## config.mk

```make
export PLATFORM = sky130hd
export DESIGN_NAME = edid_fetch_seq
export DESIGN_NICKNAME = d
export VERILOG_FILES = /design/src/rtl/edid_pkg.sv /design/src/rtl/edid_blk_acc.sv /design/src/rtl/edid_store.sv /design/src/rtl/edid_ctrl.sv /design/src/rtl/edid_fetch_seq.sv
export SDC_FILE = /design/constraint.sdc
export NUM_CORES = 2
export LEC_CHECK = 0
export ABC_AREA = 1
export BUFFER_PORTS_ARGS = -buffer_cell sky130_fd_sc_hd__clkbuf_2
export CAP_MARGIN = 10
export CORE_UTILIZATION = 42
export CTS_BUF_LIST = sky130_fd_sc_hd__clkbuf_2 sky130_fd_sc_hd__clkbuf_4 sky130_fd_sc_hd__clkbuf_8
export DETAILED_ROUTE_END_ITERATION = 8
export PLACE_DENSITY = 0.53
export SETUP_SLACK_MARGIN = 0.05
export SLEW_MARGIN = 20
export SYNTH_ARGS = -nofsm -noshare
export SYNTH_HDL_FRONTEND = slang
export SYNTH_SLANG_ARGS = --single-unit
```

## constraint.sdc

```tcl
create_clock -name clk -period 3.2 [get_ports clk]
set_input_delay 0.16 -clock clk [delete_from_list [all_inputs] [get_ports clk]]
set_output_delay 0.16 -clock clk [all_outputs]
set_load 0.01 [all_outputs]
```

## src/rtl/edid_pkg.sv

```systemverilog
package edid_pkg;
  typedef enum logic [1:0] {
    REQ_I2C_RD  = 2'd0,
    REQ_REG_RD  = 2'd1,
    REQ_REG_WR  = 2'd2
  } req_kind_e;

  typedef enum logic [1:0] {
    ST_NONE  = 2'd0,
    ST_OK    = 2'd1,
    ST_CSUM  = 2'd2,
    ST_IOERR = 2'd3
  } seq_status_e;

  typedef enum logic [2:0] {
    P_IDLE, P_EXTCNT, P_BLOCK, P_TESTREQ, P_TESTCS, P_TESTRSP
  } seq_phase_e;

  localparam logic [19:0] A_EXT_FLAG  = 20'h0007E;
  localparam logic [19:0] A_TEST_REQ  = 20'h00218;
  localparam logic [19:0] A_TEST_CSUM = 20'h00261;
  localparam logic [19:0] A_TEST_RSP  = 20'h00260;
  localparam logic [7:0]  TEST_RD_BIT_MASK = 8'h04;
  localparam logic [7:0]  CSUM_WRITTEN     = 8'h04;
endpackage

```

## src/rtl/edid_blk_acc.sv

```systemverilog
module edid_blk_acc #(
  parameter int BLK_AW = 7
) (
  input  logic              clk,
  input  logic              rst_n,
  input  logic              clr,
  input  logic              add,
  input  logic [7:0]        din,
  output logic [BLK_AW-1:0] idx,
  output logic              last,
  output logic              sum_zero
);
  logic [7:0] acc;
  logic [7:0] acc_nxt;

  assign acc_nxt  = acc + din;
  assign sum_zero = (acc_nxt == 8'h00);
  assign last     = &idx;

  always_ff @(posedge clk or negedge rst_n) begin
    if (!rst_n) begin
      acc <= '0;
      idx <= '0;
    end else if (clr) begin
      acc <= '0;
      idx <= '0;
    end else if (add) begin
      acc <= acc_nxt;
      idx <= idx + 1'b1;
    end
  end
endmodule

```

## src/rtl/edid_store.sv

```systemverilog
module edid_store #(
  parameter int AW = 8
) (
  input  logic          clk,
  input  logic          we,
  input  logic [AW-1:0] waddr,
  input  logic [7:0]    wdata,
  input  logic [AW-1:0] raddr,
  output logic [7:0]    rdata
);
  localparam int DEPTH = 1 << AW;
  logic [7:0] mem [DEPTH];

  always_ff @(posedge clk) begin
    if (we) mem[waddr] <= wdata;
    rdata <= mem[raddr];
  end
endmodule

```

## src/rtl/edid_ctrl.sv

```systemverilog
module edid_ctrl
  import edid_pkg::*;
#(
  parameter int BLK_AW = 7,
  parameter int ADDR_W = 20
) (
  input  logic              clk,
  input  logic              rst_n,
  input  logic              start,
  output logic              busy,
  output logic              done,
  output logic [1:0]        status,
  output logic              req_valid,
  output logic [1:0]        req_kind,
  output logic [ADDR_W-1:0] req_addr,
  output logic [7:0]        req_wdata,
  input  logic              ack,
  input  logic              ok,
  input  logic [7:0]        rdata,
  input  logic [BLK_AW-1:0] idx,
  input  logic              blk_last,
  input  logic              blk_sum_zero,
  output logic              acc_clr,
  output logic              acc_add,
  output logic              buf_we,
  output logic [BLK_AW:0]   buf_waddr
);
  localparam int PAD_W = ADDR_W - BLK_AW - 1;

  seq_phase_e phase;
  logic       blk_sel;
  logic       ext_nz;
  logic [7:0] last_cs;
  logic       take;
  logic       good;

  assign take      = ack && req_valid;
  assign good      = take && ok;
  assign req_valid = (phase != P_IDLE);
  assign busy      = req_valid;
  assign buf_waddr = {blk_sel, idx};
  assign buf_we    = good && (phase == P_BLOCK);
  assign acc_add   = buf_we;
  assign acc_clr   = (phase == P_IDLE && start) ||
                     (buf_we && blk_last && blk_sum_zero && ext_nz && !blk_sel);

  always_comb begin
    req_kind  = REQ_I2C_RD;
    req_addr  = '0;
    req_wdata = '0;
    unique case (phase)
      P_EXTCNT:  req_addr = A_EXT_FLAG;
      P_BLOCK:   req_addr = {{PAD_W{1'b0}}, blk_sel, idx};
      P_TESTREQ: begin req_kind = REQ_REG_RD; req_addr = A_TEST_REQ; end
      P_TESTCS:  begin req_kind = REQ_REG_WR; req_addr = A_TEST_CSUM; req_wdata = last_cs; end
      P_TESTRSP: begin req_kind = REQ_REG_WR; req_addr = A_TEST_RSP;  req_wdata = CSUM_WRITTEN; end
      default: ;
    endcase
  end

  always_ff @(posedge clk or negedge rst_n) begin
    if (!rst_n) begin
      phase   <= P_IDLE;
      blk_sel <= 1'b0;
      ext_nz  <= 1'b0;
      last_cs <= '0;
      done    <= 1'b0;
      status  <= ST_NONE;
    end else begin
      done <= 1'b0;
      if (phase == P_IDLE) begin
        if (start) begin
          phase   <= P_EXTCNT;
          status  <= ST_NONE;
          blk_sel <= 1'b0;
        end
      end else if (take && !ok) begin
        phase  <= P_IDLE;
        done   <= 1'b1;
        status <= ST_IOERR;
      end else if (good) begin
        unique case (phase)
          P_EXTCNT: begin
            ext_nz <= (rdata != 8'h00);
            phase  <= P_BLOCK;
          end
          P_BLOCK: begin
            if (blk_last) begin
              last_cs <= rdata;
              if (!blk_sum_zero) begin
                phase  <= P_IDLE;
                done   <= 1'b1;
                status <= ST_CSUM;
              end else if (ext_nz && !blk_sel) begin
                blk_sel <= 1'b1;
              end else begin
                phase <= P_TESTREQ;
              end
            end
          end
          P_TESTREQ: begin
            if ((rdata & TEST_RD_BIT_MASK) != 8'h00) begin
              phase <= P_TESTCS;
            end else begin
              phase  <= P_IDLE;
              done   <= 1'b1;
              status <= ST_OK;
            end
          end
          P_TESTCS: phase <= P_TESTRSP;
          P_TESTRSP: begin
            phase  <= P_IDLE;
            done   <= 1'b1;
            status <= ST_OK;
          end
          default: phase <= P_IDLE;
        endcase
      end
    end
  end
endmodule

```

## src/rtl/edid_fetch_seq.sv

```systemverilog
module edid_fetch_seq
  import edid_pkg::*;
#(
  parameter int          BLK_AW   = 7,
  parameter int          ADDR_W   = 20,
  parameter logic [6:0]  DEV_ADDR = 7'h50
) (
  input  logic              clk,
  input  logic              rst_n,
  input  logic              start,
  output logic              busy,
  output logic              done,
  output logic [1:0]        status,
  output logic              aux_req_valid,
  output logic [1:0]        aux_req_kind,
  output logic [6:0]        aux_req_dev,
  output logic [ADDR_W-1:0] aux_req_addr,
  output logic [7:0]        aux_req_wdata,
  input  logic              aux_ack,
  input  logic              aux_ok,
  input  logic [7:0]        aux_rdata,
  input  logic [BLK_AW:0]   rd_addr,
  output logic [7:0]        rd_data
);
  logic [BLK_AW-1:0] idx;
  logic              blk_last, blk_sum_zero;
  logic              acc_clr, acc_add;
  logic              buf_we;
  logic [BLK_AW:0]   buf_waddr;

  assign aux_req_dev = DEV_ADDR;

  edid_ctrl #(.BLK_AW(BLK_AW), .ADDR_W(ADDR_W)) u_ctrl (
    .clk(clk), .rst_n(rst_n), .start(start),
    .busy(busy), .done(done), .status(status),
    .req_valid(aux_req_valid), .req_kind(aux_req_kind),
    .req_addr(aux_req_addr), .req_wdata(aux_req_wdata),
    .ack(aux_ack), .ok(aux_ok), .rdata(aux_rdata),
    .idx(idx), .blk_last(blk_last), .blk_sum_zero(blk_sum_zero),
    .acc_clr(acc_clr), .acc_add(acc_add),
    .buf_we(buf_we), .buf_waddr(buf_waddr)
  );

  edid_blk_acc #(.BLK_AW(BLK_AW)) u_acc (
    .clk(clk), .rst_n(rst_n), .clr(acc_clr), .add(acc_add),
    .din(aux_rdata), .idx(idx), .last(blk_last), .sum_zero(blk_sum_zero)
  );

  edid_store #(.AW(BLK_AW + 1)) u_store (
    .clk(clk), .we(buf_we), .waddr(buf_waddr), .wdata(aux_rdata),
    .raddr(rd_addr), .rdata(rd_data)
  );
endmodule

```

==> results by group <==
STA
  – Hold Vio Cnt, Final: 0
  – Final Max Slew Viols: 0
  – Setup TNS: 0 ns
  – RSZ-0062 raised after global routing: no
  – Fmax: 333 MHz
  – Tightest Pin Transition: 1.05 ns
  – Max_slew headroom: 29.8%
  – Hold slack: 0.106 ns
  – Final setup viols: 0
  – Final worst path period need: 3.00 ns
  – Setup Skew: 0.0558 ns
  – Final period util: 93.9%

Route
  – Number of detailed-route iterations in the first pass: 6
  – Final ANT Viol Nets: 0
  – Avg WL per Cell: 23.8 um
  – Drt via density: 5.42
  – Drt total wl: 252000 um
  – Routed vias: 57400
  – DRC Markers: 0
  – Initial DRC count: 5978

Place
  – Port-buffer cells: 52
  – Dpl hpwl: 147000 um
  – Final RePlAce weighted congestion: 0.878
  – Placed instance count: 9910

Flow run
  – Max-cap violations: 0

Floorplanning
  – Core Area: 201000 um^2
  – Total Die Area: 205000 um^2
  – Die Height: 452 um
  – Std cell rows: 164
  – I/O pin cnt: 71
  – Initial Util: 42.5%
  – Die W: 452 um

Power and ir drop
  – Sequential share of power: 52.4%
  – Clock Power Share: 39.8%
  – LEAKAGE: 35.0 nW
  – Internal power component: 0.0435 W
  – VDD IR-drop max: 522 uV
  – Sw Pwr: 0.0141 W
  – Power, Total: 0.0576 W
  – Power per Cell Area: 590 nW/um^2
  – Switching fraction of total power: 24.5%
  – Logic pwr share: 7.8%

Global routing
  – GRT Overall Usage: 24.4%
  – Initial antenna violation count: 8
  – Largest net degree at the start of global routing: 159
  – First-pass GRT wire length: 370000 um
  – Grt total ovfl: 0
  – Number of global-route vias before repair: 56700

Cells and area
  – Footprint of the multi-input gates: 20300 um^2
  – Nets: 7684
  – Synth-to-layout area growth: 14.5%
  – Fill count: 18200
  – Layout cell share with drive strength beyond 1: 13.1%
  – Register area: 62400 um^2
  – Layout Cells excl Fill: 10600

Clock tree
  – Clock latency on the worst-skew pair: 1.08 ns
  – H-tree depth: 5
  – Post-CTS Setup Repair Bufs: 0
  – CTS tree: built
  – Clk Tree Root Cell: clkbuf_8
  – Clock buffer depth: 4
  – Clock-pin slew on the worst setup and hold paths: 0.06 ns
  – CTS Buf Count: 362
  – CTS Hold Buffers Added: 33
  – Clk sinks: 2087
  – CTS resizes: 0

Synth
  – Post-Syn Area: 85200 um^2
  – EDFF count, synth: 2048
  – Post-synthesis mux area share: 0%
  – Post-Synth XOR/XNOR Area: 0.0411%
  – Sequential share of the synthesized area: 73.3%
  – Ys async rst share: 1.49%
  – Mean Syn Cell Area: 11.7 um^2
  – Main combinational cell family by area after synthesis: simple AND/OR/NAND/NOR gates
  – Yosys top cell area share: 72.2%
  – Complex-gate fraction of the synthesized area: 0.254%
  – Adder-Cell Fraction of Synth Area: 0.185%
  – Most common cell in the netlist: nand2_1
  – Yosys warns: 0
  – Cell variety after synth: 35
  – FF+latch count, synth: 2087
  – Largest area contributor in the synthesized netlist: edfxtp_1
  – Simple-gate portion of the synthesized area: 23.2%
  – Post-Syn Instances: 7277
  – Synth top area cells: edfxtp_1 (72%), nand3_1 (12%), nand2_1 (9.7%)
  – Post-synth top cells: nand2_1 (2193), edfxtp_1 (2048), nand3_1 (2031), nor2_1 (300), buf_2 (234)
  – Post-synth top flop: edfxtp_1

Critical path
  – Critical Path AT: 3.95 ns
  – Maximum fanout along the worst path: 1
  – CP required: 4.15 ns
  – Worst setup EP type: register
  – Setup Crit Path Kind: reg -> reg
  – Crit path launch type: register
  – R2R setup slack: 0.20 ns

Status
  – Status: complete, no violations

Min path
  – HP Class: in -> reg
critical path: stages (launching register included):
cell and delay [ns]:
edfxtp_1 0.37, nand2_1 0.08, nand3_1 0.12, nand3_1 0.14
nand3_1 0.13, nand3_1 0.15, nand3_1 0.38, nand3_1 0.19
nand2_1 0.10, nand2_1 0.07, dlygate4sd3_1 0.55, nand2_1 0.05
dlygate4sd3_1 0.55
area by class of cell:
class	count	area share [%]
Antenna cell	3	0.00769
Sequential cell	2087	64.0
Clock buffer	486	6.11
Multi-Input combinational cell	4635	20.8
Timing Repair Buffer	499	4.72
Clock inverter	142	0.700
Tap cell	2656	3.41
Inverter	66	0.285
registers in the layout, indices dropped and copies added (netlist names):
| signal | flops |
|---|---|
| u_acc.acc | 8 |
| u_ctrl.last_cs | 8 |
| u_store.mem | 2048 |
| u_ctrl.done | 1 |
| u_ctrl.phase | 3 |
| u_ctrl.blk_sel | 1 |
| u_ctrl.ext_nz | 1 |
| u_ctrl.status | 2 |
| u_store.rdata | 8 |
| u_acc.idx | 7 |
worst paths after layout:
| check | start | to | cells past startpoint |
|---|---|---|---|
| worst min-delay path | rd_addr[7] | u_store.rdata[1] | 4 |
| max in group asynchronous | rst_n | u_ctrl.last_cs[1] | 4 |
| worst min register to register | u_ctrl.status[0] | u_ctrl.status[0] | 2 |
| worst max-delay path | u_store.mem[247][5] | u_store.rdata[5] | 12 |
| min in group asynchronous | rst_n | u_ctrl.phase[0] | 4 |
| worst max register to register | u_store.mem[247][5] | u_store.rdata[5] | 12 |
cells by family (layout without fill, tap and decap cells):
group,Yosys count,in the layout
other,2,21
flip-flops,2087,2087
XOR/XNOR,4,4
AO/OA/AOI/OAI,40,40
AND/OR/NAND/NOR,4561,4561
adder cells (fa/ha/maj),12,12
buffers and inverters,571,1193
per-layer routing:
metal / share of wire (%) / track usage (%) / routed length (um) / up-vias
li1: - / - / - / 26500
met1: 43 / 33.4 / 108000 / 28400
met2: 48 / 39.7 / 120000 / 2085
met3: 6.5 / 4.00 / 16300 / 363
met4: 2.9 / 8.16 / 7340 / 6
met5: 0.016 / 0 / 41 / -
power groups by stage:
stage	clock network [W]	registers (W)	logic [W]
floorplan	0	0.0307	0.00240
global placement	0	0.0308	0.00441
detailed placement	0	0.0308	0.00442
CTS	0.0234	0.0302	0.00448
global route	0.0245	0.0302	0.00486
finish	0.0229	0.0302	0.00448
placed cells by master (no fill, tap or decap), types with 5 or more instances in the layout:
cell	Yosys	routed
nand2_1	2193	2193
edfxtp_1	2048	2048
nand3_1	2031	2029
clkbuf_8	0	369
buf_4	33	353
nor2_1	300	300
clkbuf_4	0	117
clkinv_1	0	94
buf_12	0	63
inv_1	59	57
clkinv_2	0	39
clkbuf_2	0	39
dlygate4sd3_1	0	32
dfrtp_1	31	31
o21ai_0	20	20
conb_1	2	18
a21oi_1	14	14
nand2_2	13	13
ha_1	11	11
buf_8	0	11
dfxtp_1	8	8
clkinvlp_4	0	6
nor2_4	5	5
nor3_1	5	5
per-stage QoR:
step / util [%] / setup WS (ns) / area, um^2
2_1_floorplan: - / 0.856 / 85300
3_3_place_gp: 45.1 / 0.215 / 90600
3_5_place_dp: 45.1 / 0.263 / 90600
4_1_cts: 48.6 / 0.231 / 97600
5_1_grt: 48.6 / 0.0672 / 97600
6_report: 48.6 / 0.196 / 97600
Note: power is estimated with default switching activity, not from simulation.
